**src/rtl/ee_rd_pkg.sv**
```systemverilog
package ee_rd_pkg;
  typedef enum logic [2:0] {
    ST_IDLE,  // standby, waiting for a Start
    ST_DEV,   // shifting in the select byte
    ST_AHI,   // shifting in the high address byte
    ST_ALO,   // shifting in the low address byte
    ST_ACK,   // driving our acknowledge slot
    ST_TX,    // shifting a data byte out
    ST_MACK,  // waiting for the master acknowledge
    ST_MOK    // master acknowledged, next byte loads at clock fall
  } rd_state_e;
endpackage

```
**src/rtl/ee_line_mon.sv**
```systemverilog
module ee_line_mon #(
  parameter int SYNC_STAGES = 2
) (
  input  logic clk,
  input  logic rst_n,
  input  logic scl_i,
  input  logic sda_i,
  output logic sda_s,
  output logic scl_rise,
  output logic scl_fall,
  output logic start_ev,
  output logic stop_ev
);
  logic [SYNC_STAGES:0] scl_pipe, sda_pipe;
  logic scl_s, scl_p, sda_p;

  always_ff @(posedge clk or negedge rst_n) begin
    if (!rst_n) begin
      scl_pipe <= '1;
      sda_pipe <= '1;
    end else begin
      scl_pipe <= {scl_pipe[SYNC_STAGES-1:0], scl_i};
      sda_pipe <= {sda_pipe[SYNC_STAGES-1:0], sda_i};
    end
  end

  assign scl_s    = scl_pipe[SYNC_STAGES-1];
  assign scl_p    = scl_pipe[SYNC_STAGES];
  assign sda_s    = sda_pipe[SYNC_STAGES-1];
  assign sda_p    = sda_pipe[SYNC_STAGES];
  assign scl_rise = scl_s & ~scl_p;
  assign scl_fall = ~scl_s & scl_p;
  // data edges while the clock stays high mark bus conditions
  assign start_ev = scl_s & scl_p & sda_p & ~sda_s;
  assign stop_ev  = scl_s & scl_p & ~sda_p & sda_s;
endmodule

```
**src/rtl/ee_addr_ctr.sv**
```systemverilog
module ee_addr_ctr #(
  parameter int AW = 13
) (
  input  logic          clk,
  input  logic          rst_n,
  input  logic          load,
  input  logic [AW-1:0] load_val,
  input  logic          inc,
  output logic [AW-1:0] count
);
  always_ff @(posedge clk or negedge rst_n) begin
    if (!rst_n)    count <= '0;
    else if (load) count <= load_val;
    else if (inc)  count <= count + 1'b1;  // natural wrap to zero
  end
endmodule

```
**src/rtl/ee_read_slave.sv**
```systemverilog
module ee_read_slave
  import ee_rd_pkg::*;
#(
  parameter int         MEM_BYTES   = 8192,
  parameter logic [6:0] DEV_CODE    = 7'h50,
  parameter int         SYNC_STAGES = 2,
  localparam int        AW          = $clog2(MEM_BYTES)
) (
  input  logic          clk,
  input  logic          rst_n,
  input  logic          scl_i,
  input  logic          sda_i,
  output logic          sda_oe,
  output logic          mem_rd_en,
  output logic [AW-1:0] mem_addr,
  input  logic [7:0]    mem_rdata
);
  localparam int HI_BITS = AW - 8;

  logic sda_s, scl_rise, scl_fall, start_ev, stop_ev;
  rd_state_e state, ret_state;
  logic [3:0] bit_cnt;
  logic [7:0] rx_sh, tx_sh, rd_q;
  logic [HI_BITS-1:0] hi_q;
  logic rd_pend;
  logic byte_done, dev_hit, ctr_load, ctr_inc, rd_fire;
  logic [AW-1:0] cur_addr;

  ee_line_mon #(.SYNC_STAGES(SYNC_STAGES)) u_mon (
    .clk(clk), .rst_n(rst_n), .scl_i(scl_i), .sda_i(sda_i),
    .sda_s(sda_s), .scl_rise(scl_rise), .scl_fall(scl_fall),
    .start_ev(start_ev), .stop_ev(stop_ev)
  );

  assign byte_done = scl_fall && (bit_cnt == 4'd8);
  assign dev_hit   = (rx_sh[7:1] == DEV_CODE);
  assign ctr_load  = (state == ST_ALO) && byte_done;
  assign ctr_inc   = scl_fall && (((state == ST_ACK) && (ret_state == ST_TX)) ||
                                  (state == ST_MOK));
  assign rd_fire   = ((state == ST_DEV) && byte_done && dev_hit && rx_sh[0]) ||
                     ((state == ST_TX) && byte_done);

  ee_addr_ctr #(.AW(AW)) u_ctr (
    .clk(clk), .rst_n(rst_n), .load(ctr_load), .load_val({hi_q, rx_sh}),
    .inc(ctr_inc), .count(cur_addr)
  );

  assign mem_addr = cur_addr;

  // read port: one-cycle request, data captured the cycle after
  always_ff @(posedge clk or negedge rst_n) begin
    if (!rst_n) begin
      mem_rd_en <= 1'b0;
      rd_pend   <= 1'b0;
      rd_q      <= '0;
    end else begin
      mem_rd_en <= rd_fire;
      rd_pend   <= mem_rd_en;
      if (rd_pend) rd_q <= mem_rdata;
    end
  end

  always_ff @(posedge clk or negedge rst_n) begin
    if (!rst_n) begin
      state     <= ST_IDLE;
      ret_state <= ST_IDLE;
      bit_cnt   <= '0;
      rx_sh     <= '0;
      tx_sh     <= '0;
      hi_q      <= '0;
      sda_oe    <= 1'b0;
    end else if (stop_ev) begin
      state  <= ST_IDLE;
      sda_oe <= 1'b0;
    end else if (start_ev) begin
      state   <= ST_DEV;
      bit_cnt <= '0;
      sda_oe  <= 1'b0;
    end else begin
      case (state)
        ST_DEV, ST_AHI, ST_ALO: begin
          if (scl_rise) begin
            rx_sh   <= {rx_sh[6:0], sda_s};
            bit_cnt <= bit_cnt + 4'd1;
          end else if (byte_done) begin
            bit_cnt <= '0;
            if (state == ST_DEV) begin
              if (dev_hit) begin
                sda_oe    <= 1'b1;
                state     <= ST_ACK;
                ret_state <= rx_sh[0] ? ST_TX : ST_AHI;
              end else begin
                state <= ST_IDLE;
              end
            end else if (state == ST_AHI) begin
              hi_q      <= rx_sh[HI_BITS-1:0];
              sda_oe    <= 1'b1;
              state     <= ST_ACK;
              ret_state <= ST_ALO;
            end else begin
              sda_oe    <= 1'b1;
              state     <= ST_ACK;
              ret_state <= ST_IDLE;  // write data belongs to another block
            end
          end
        end
        ST_ACK, ST_MOK: begin
          if (scl_fall) begin
            bit_cnt <= '0;
            if ((state == ST_MOK) || (ret_state == ST_TX)) begin
              state  <= ST_TX;
              tx_sh  <= {rd_q[6:0], 1'b0};
              sda_oe <= ~rd_q[7];
            end else begin
              state  <= ret_state;
              sda_oe <= 1'b0;
            end
          end
        end
        ST_TX: begin
          if (scl_rise) begin
            bit_cnt <= bit_cnt + 4'd1;
          end else if (scl_fall) begin
            if (bit_cnt == 4'd8) begin
              sda_oe <= 1'b0;
              state  <= ST_MACK;
            end else begin
              sda_oe <= ~tx_sh[7];
              tx_sh  <= {tx_sh[6:0], 1'b0};
            end
          end
        end
        ST_MACK: begin
          if (scl_rise) state <= sda_s ? ST_IDLE : ST_MOK;
        end
        default: ;
      endcase
    end
  end
endmodule

```
**config.mk**
```make
export PLATFORM = sky130hd
export DESIGN_NAME = ee_read_slave
export DESIGN_NICKNAME = d
export VERILOG_FILES = /design/src/rtl/ee_rd_pkg.sv /design/src/rtl/ee_line_mon.sv /design/src/rtl/ee_addr_ctr.sv /design/src/rtl/ee_read_slave.sv
export SDC_FILE = /design/constraint.sdc
export NUM_CORES = 1
export LEC_CHECK = 0
export BUFFER_PORTS_ARGS = -buffer_cell sky130_fd_sc_hd__buf_4
export CAP_MARGIN = 20
export CORE_MARGIN = 8
export CORE_UTILIZATION = 30
export DETAILED_ROUTE_END_ITERATION = 10
export GPL_TIMING_DRIVEN = 1
export PLACE_DENSITY_LB_ADDON = 0.12
export SYNTH_ARGS = -nofsm -noshare
export SYNTH_HDL_FRONTEND = slang
export SYNTH_SLANG_ARGS = --single-unit
export TNS_END_PERCENT = 20
```
**constraint.sdc**
```tcl
create_clock -name clk -period 2.7 [get_ports clk]
set_clock_uncertainty 0.05 [all_clocks]
set_input_delay 0.135 -clock clk [delete_from_list [all_inputs] [get_ports clk]]
set_output_delay 0.135 -clock clk [all_outputs]
set_load 0.02 [all_outputs]
```
==> parameters.txt <==
Parameter                              Value

Outcome
  Status ... finished clean

Global route
  Maximum number of pins on one net before global-route repair ... 61
  Number of global-route vias before repair ... 2295
  Wire length of the first global-routing pass ... 12400 um
  Global-route usage over all layers ... 11.8%
  Antenna violations before repair ... 0
  Sum of overflow across all layers after global routing ... 0

Detailed routing
  First-iteration detailed-routing DRC count ... 148
  Post-DR vias/cell ... 4.98
  Via Count ... 2308
  Final WL ... 7460 um
  Avg WL per Cell ... 16.1 um
  DRC errors left ... 0
  Remaining number of nets flagged by the antenna check after routing ... 0
  Number of detailed-routing iterations run before antenna repair ... 4

Timing
  Setup TNS after final layout ... 0 ns
  Setup repair after global routing missed its margin ... no
  Post-route minimum period ... 2.31 ns
  Maximum clock rate ... 432 MHz
  Number of failing setup endpoints in the final timing report ... 0
  Number of pins exceeding their max-slew limit in the final report ... 0
  Actual transition at the worst max-transition pin ... 0.755 ns
  Headroom to the max-slew limit ... 49.7%
  Hold Fails Final Rpt ... 0
  Final cycle utilization of the critical path ... 85.7%

Layout
  Net total in the final layout ... 337
  Most used cells in the layout excluding fill and tap cells ... sky130_fd_sc_hd__dfrtp_1 (54), sky130_fd_sc_hd__mux2_2 (37), sky130_fd_sc_hd__buf_4 (32)
  Post-synthesis to final-layout area growth ... 21.6%
  Total inserted antenna cells ... 0
  Commonest non-fill, non-tap cell in the layout ... sky130_fd_sc_hd__dfrtp_1
  Filler cell count ... 1007
  Design Area, Final ... 3730 sq um
  Fraction of final layout cells with drive strength greater than 1 ... 29.7%

Critical path
  Critical path peak fanout ... 15
  Crit path largest cell delay ... 0.63 ns
  Crit start category ... flop
  Worst Path Class, Setup ... reg2reg
  Family of cells with the greatest summed delay on the critical path ... flip-flops
  Crit path DAT ... 2.48 ns
  Critical Path Slowest Stage Cell ... sky130_fd_sc_hd__dfrtp_1
  CP required ... 2.87 ns
  Buffers & Inverters on Critical Path ... 0
  Cells along the critical path ... nor2b_1 > nand3_1 > a221oi_4 > mux2_2
  Crit end category ... flop

Placement
  PortBufs ... 26
  RePlAce Congestion ... 0.824
  Half-perimeter wire length of the detailed placement result ... 5280 um
  Placed inst area ... 3440 sq um

Yosys
  Most common flop cell mapped by yosys ... sky130_fd_sc_hd__dfrtp_1
  Synthesized area per cell ... 11.0 sq um
  Sequential area share after synthesis ... 49.2%
  Warnings from Yosys ... 0
  Cell area after synthesis ... 3070 sq um
  Mapped Cells ... 278
  Synth cell types ... 58
  Async set-reset flop share out of synthesis ... 100%
  Number of flops mapped to enable cells by yosys ... 0
  Flip-flop and latch count after synthesis ... 60
  Post-synth net total ... 293

Run
  Max-cap violations ... 0

Floorplan
  Die footprint ... 13700 sq um
  Die boundary width ... 117 um
  Placeable core area ... 10100 sq um
  Effective utilization at floorplan ... 30.3%
  I/O pin total ... 27
  DIE HEIGHT ... 117 um
  Standard-cell row count ... 37

Min path
  Hold Crit Class ... reg2reg

CTS
  Clock tree buffer depth ... 2
  CTS sink cnt ... 60
  Number of buffers created by CTS ... 9
  CTS tree ... yes
  Max H-tree Level ... 3
  CTS root buf ... sky130_fd_sc_hd__clkbuf_8
  Quantity of gates resized following cts ... 0
  Clock slew at reported path FFs ... 0.07 ns
  Clock latency of the later-clocked register in the worst-skew pair ... 0.34 ns
  Post-CTS Setup Bufs ... 0

Power and ir drop
  Power density over the cells ... 677 nW/um^2
  Leak Pwr ... 1.64 nW
  Max rail drop VDD ... 0.296 mV
  Tot Pwr ... 2.53 mW
## stage by stage
stage               hold WS [ns]  setup slack [ns]  utilization (%)  instances
floorplan                 -0.211             0.688                -        278
global placement           0.194             0.451             33.9        436
detailed placement         0.196             0.381             33.9        436
CTS                        0.311             0.369             36.8        463
global route               0.314             0.173             36.8        463
finish                     0.308             0.386             36.8        463
## sequential cells by signal, indices dropped and copies added, names as in the netlist, 3 cells and up
name            count
bit_cnt             4
hi_q                5
rd_q                8
ret_state           3
rx_sh               8
state               3
tx_sh               7
u_ctr.count        13
u_mon.scl_pipe      3
u_mon.sda_pipe      3
## report_power, final
part,internal (mW),leakage (nW),switching [mW]
Sequential,0.962,0.810,0.141
Combinational,0.302,0.737,0.347
Clock,0.422,0.0931,0.354
Total,1.69,1.64,0.842
## kinds of logic after synthesis
group / count (synthesis) / share of synthesized area, %
buffers and inverters: 19 / 2.41
AND/OR/NAND/NOR: 89 / 15.7
flip-flops: 60 / 49.2
adder cells (fa/ha/maj): 3 / 1.22
XOR/XNOR: 3 / 0.856
multiplexers: 38 / 13.9
AO/OA/AOI/OAI: 66 / 16.8
## layout make-up
cell class | instances | area [sq um] | area share (%)
tap | 136 | 170 | 4.56
clock inverter | 5 | 52.6 | 1.41
inverter | 9 | 33.8 | 0.905
sequential | 60 | 1510 | 40.4
clock buffer | 11 | 131 | 3.52
multi-input combinational | 199 | 1490 | 39.8
timing repair buffer | 43 | 350 | 9.38
## per-layer routing
layer	share of wire (%)	track usage (%)	up-vias
met5	0	0	-
li1	-	-	1125
met2	46	17.8	44
met1	49	16.0	1132
met4	1.4	4.61	0
met3	3.8	2.62	7
## cells in the mapped netlist, types with 2 or more instances
cell type / instances / area, sq um
sky130_fd_sc_hd__a21o_1: 3 / 22.5
sky130_fd_sc_hd__a21oi_1: 9 / 45.0
sky130_fd_sc_hd__a221o_1: 5 / 50.1
sky130_fd_sc_hd__a2bb2oi_1: 2 / 17.5
sky130_fd_sc_hd__a31oi_1: 2 / 12.5
sky130_fd_sc_hd__a32oi_1: 2 / 17.5
sky130_fd_sc_hd__and2_1: 6 / 37.5
sky130_fd_sc_hd__and3b_1: 2 / 17.5
sky130_fd_sc_hd__buf_2: 2 / 10.0
sky130_fd_sc_hd__clkbuf_1: 7 / 26.3
sky130_fd_sc_hd__dfrtp_1: 54 / 1350
sky130_fd_sc_hd__dfstp_2: 6 / 158
sky130_fd_sc_hd__ha_1: 3 / 37.5
sky130_fd_sc_hd__inv_1: 9 / 33.8
sky130_fd_sc_hd__mux2_2: 37 / 417
sky130_fd_sc_hd__nand2_1: 27 / 101
sky130_fd_sc_hd__nand2b_1: 6 / 37.5
sky130_fd_sc_hd__nand3_1: 6 / 30.0
sky130_fd_sc_hd__nand3b_1: 3 / 22.5
sky130_fd_sc_hd__nand4_1: 3 / 18.8
sky130_fd_sc_hd__nor2_1: 9 / 33.8
sky130_fd_sc_hd__nor2b_1: 3 / 18.8
sky130_fd_sc_hd__nor3_1: 11 / 55.1
sky130_fd_sc_hd__nor4_1: 3 / 18.8
sky130_fd_sc_hd__o211ai_1: 7 / 52.6
sky130_fd_sc_hd__o21ai_0: 14 / 70.1
sky130_fd_sc_hd__o21bai_1: 2 / 15.0
sky130_fd_sc_hd__o32ai_1: 2 / 17.5
sky130_fd_sc_hd__or3_1: 2 / 12.5
sky130_fd_sc_hd__xnor2_1: 3 / 26.3
## repair_timing
action / 4_1_cts / 5_1_grt
hold buffers: 11 / 0
setup endpoints to repair: 0 / 0
hold endpoints to repair: 64 / 0
## path summary, 6_finish.rpt
check	cells after the start	end	slack, ns	start
worst max-delay path	4	tx_sh[5]	0.39	state[0]
max in group asynchronous	2	state[1]	1.74	rst_n
worst max register to register	4	tx_sh[5]	0.39	state[0]
worst min register to register	0	u_mon.sda_pipe[1]	0.31	u_mon.sda_pipe[0]
min in group asynchronous	2	u_ctr.count[12]	0.36	rst_n
worst min-delay path	0	u_mon.sda_pipe[1]	0.31	u_mon.sda_pipe[0]
Power figures use the tool's default switching activity.
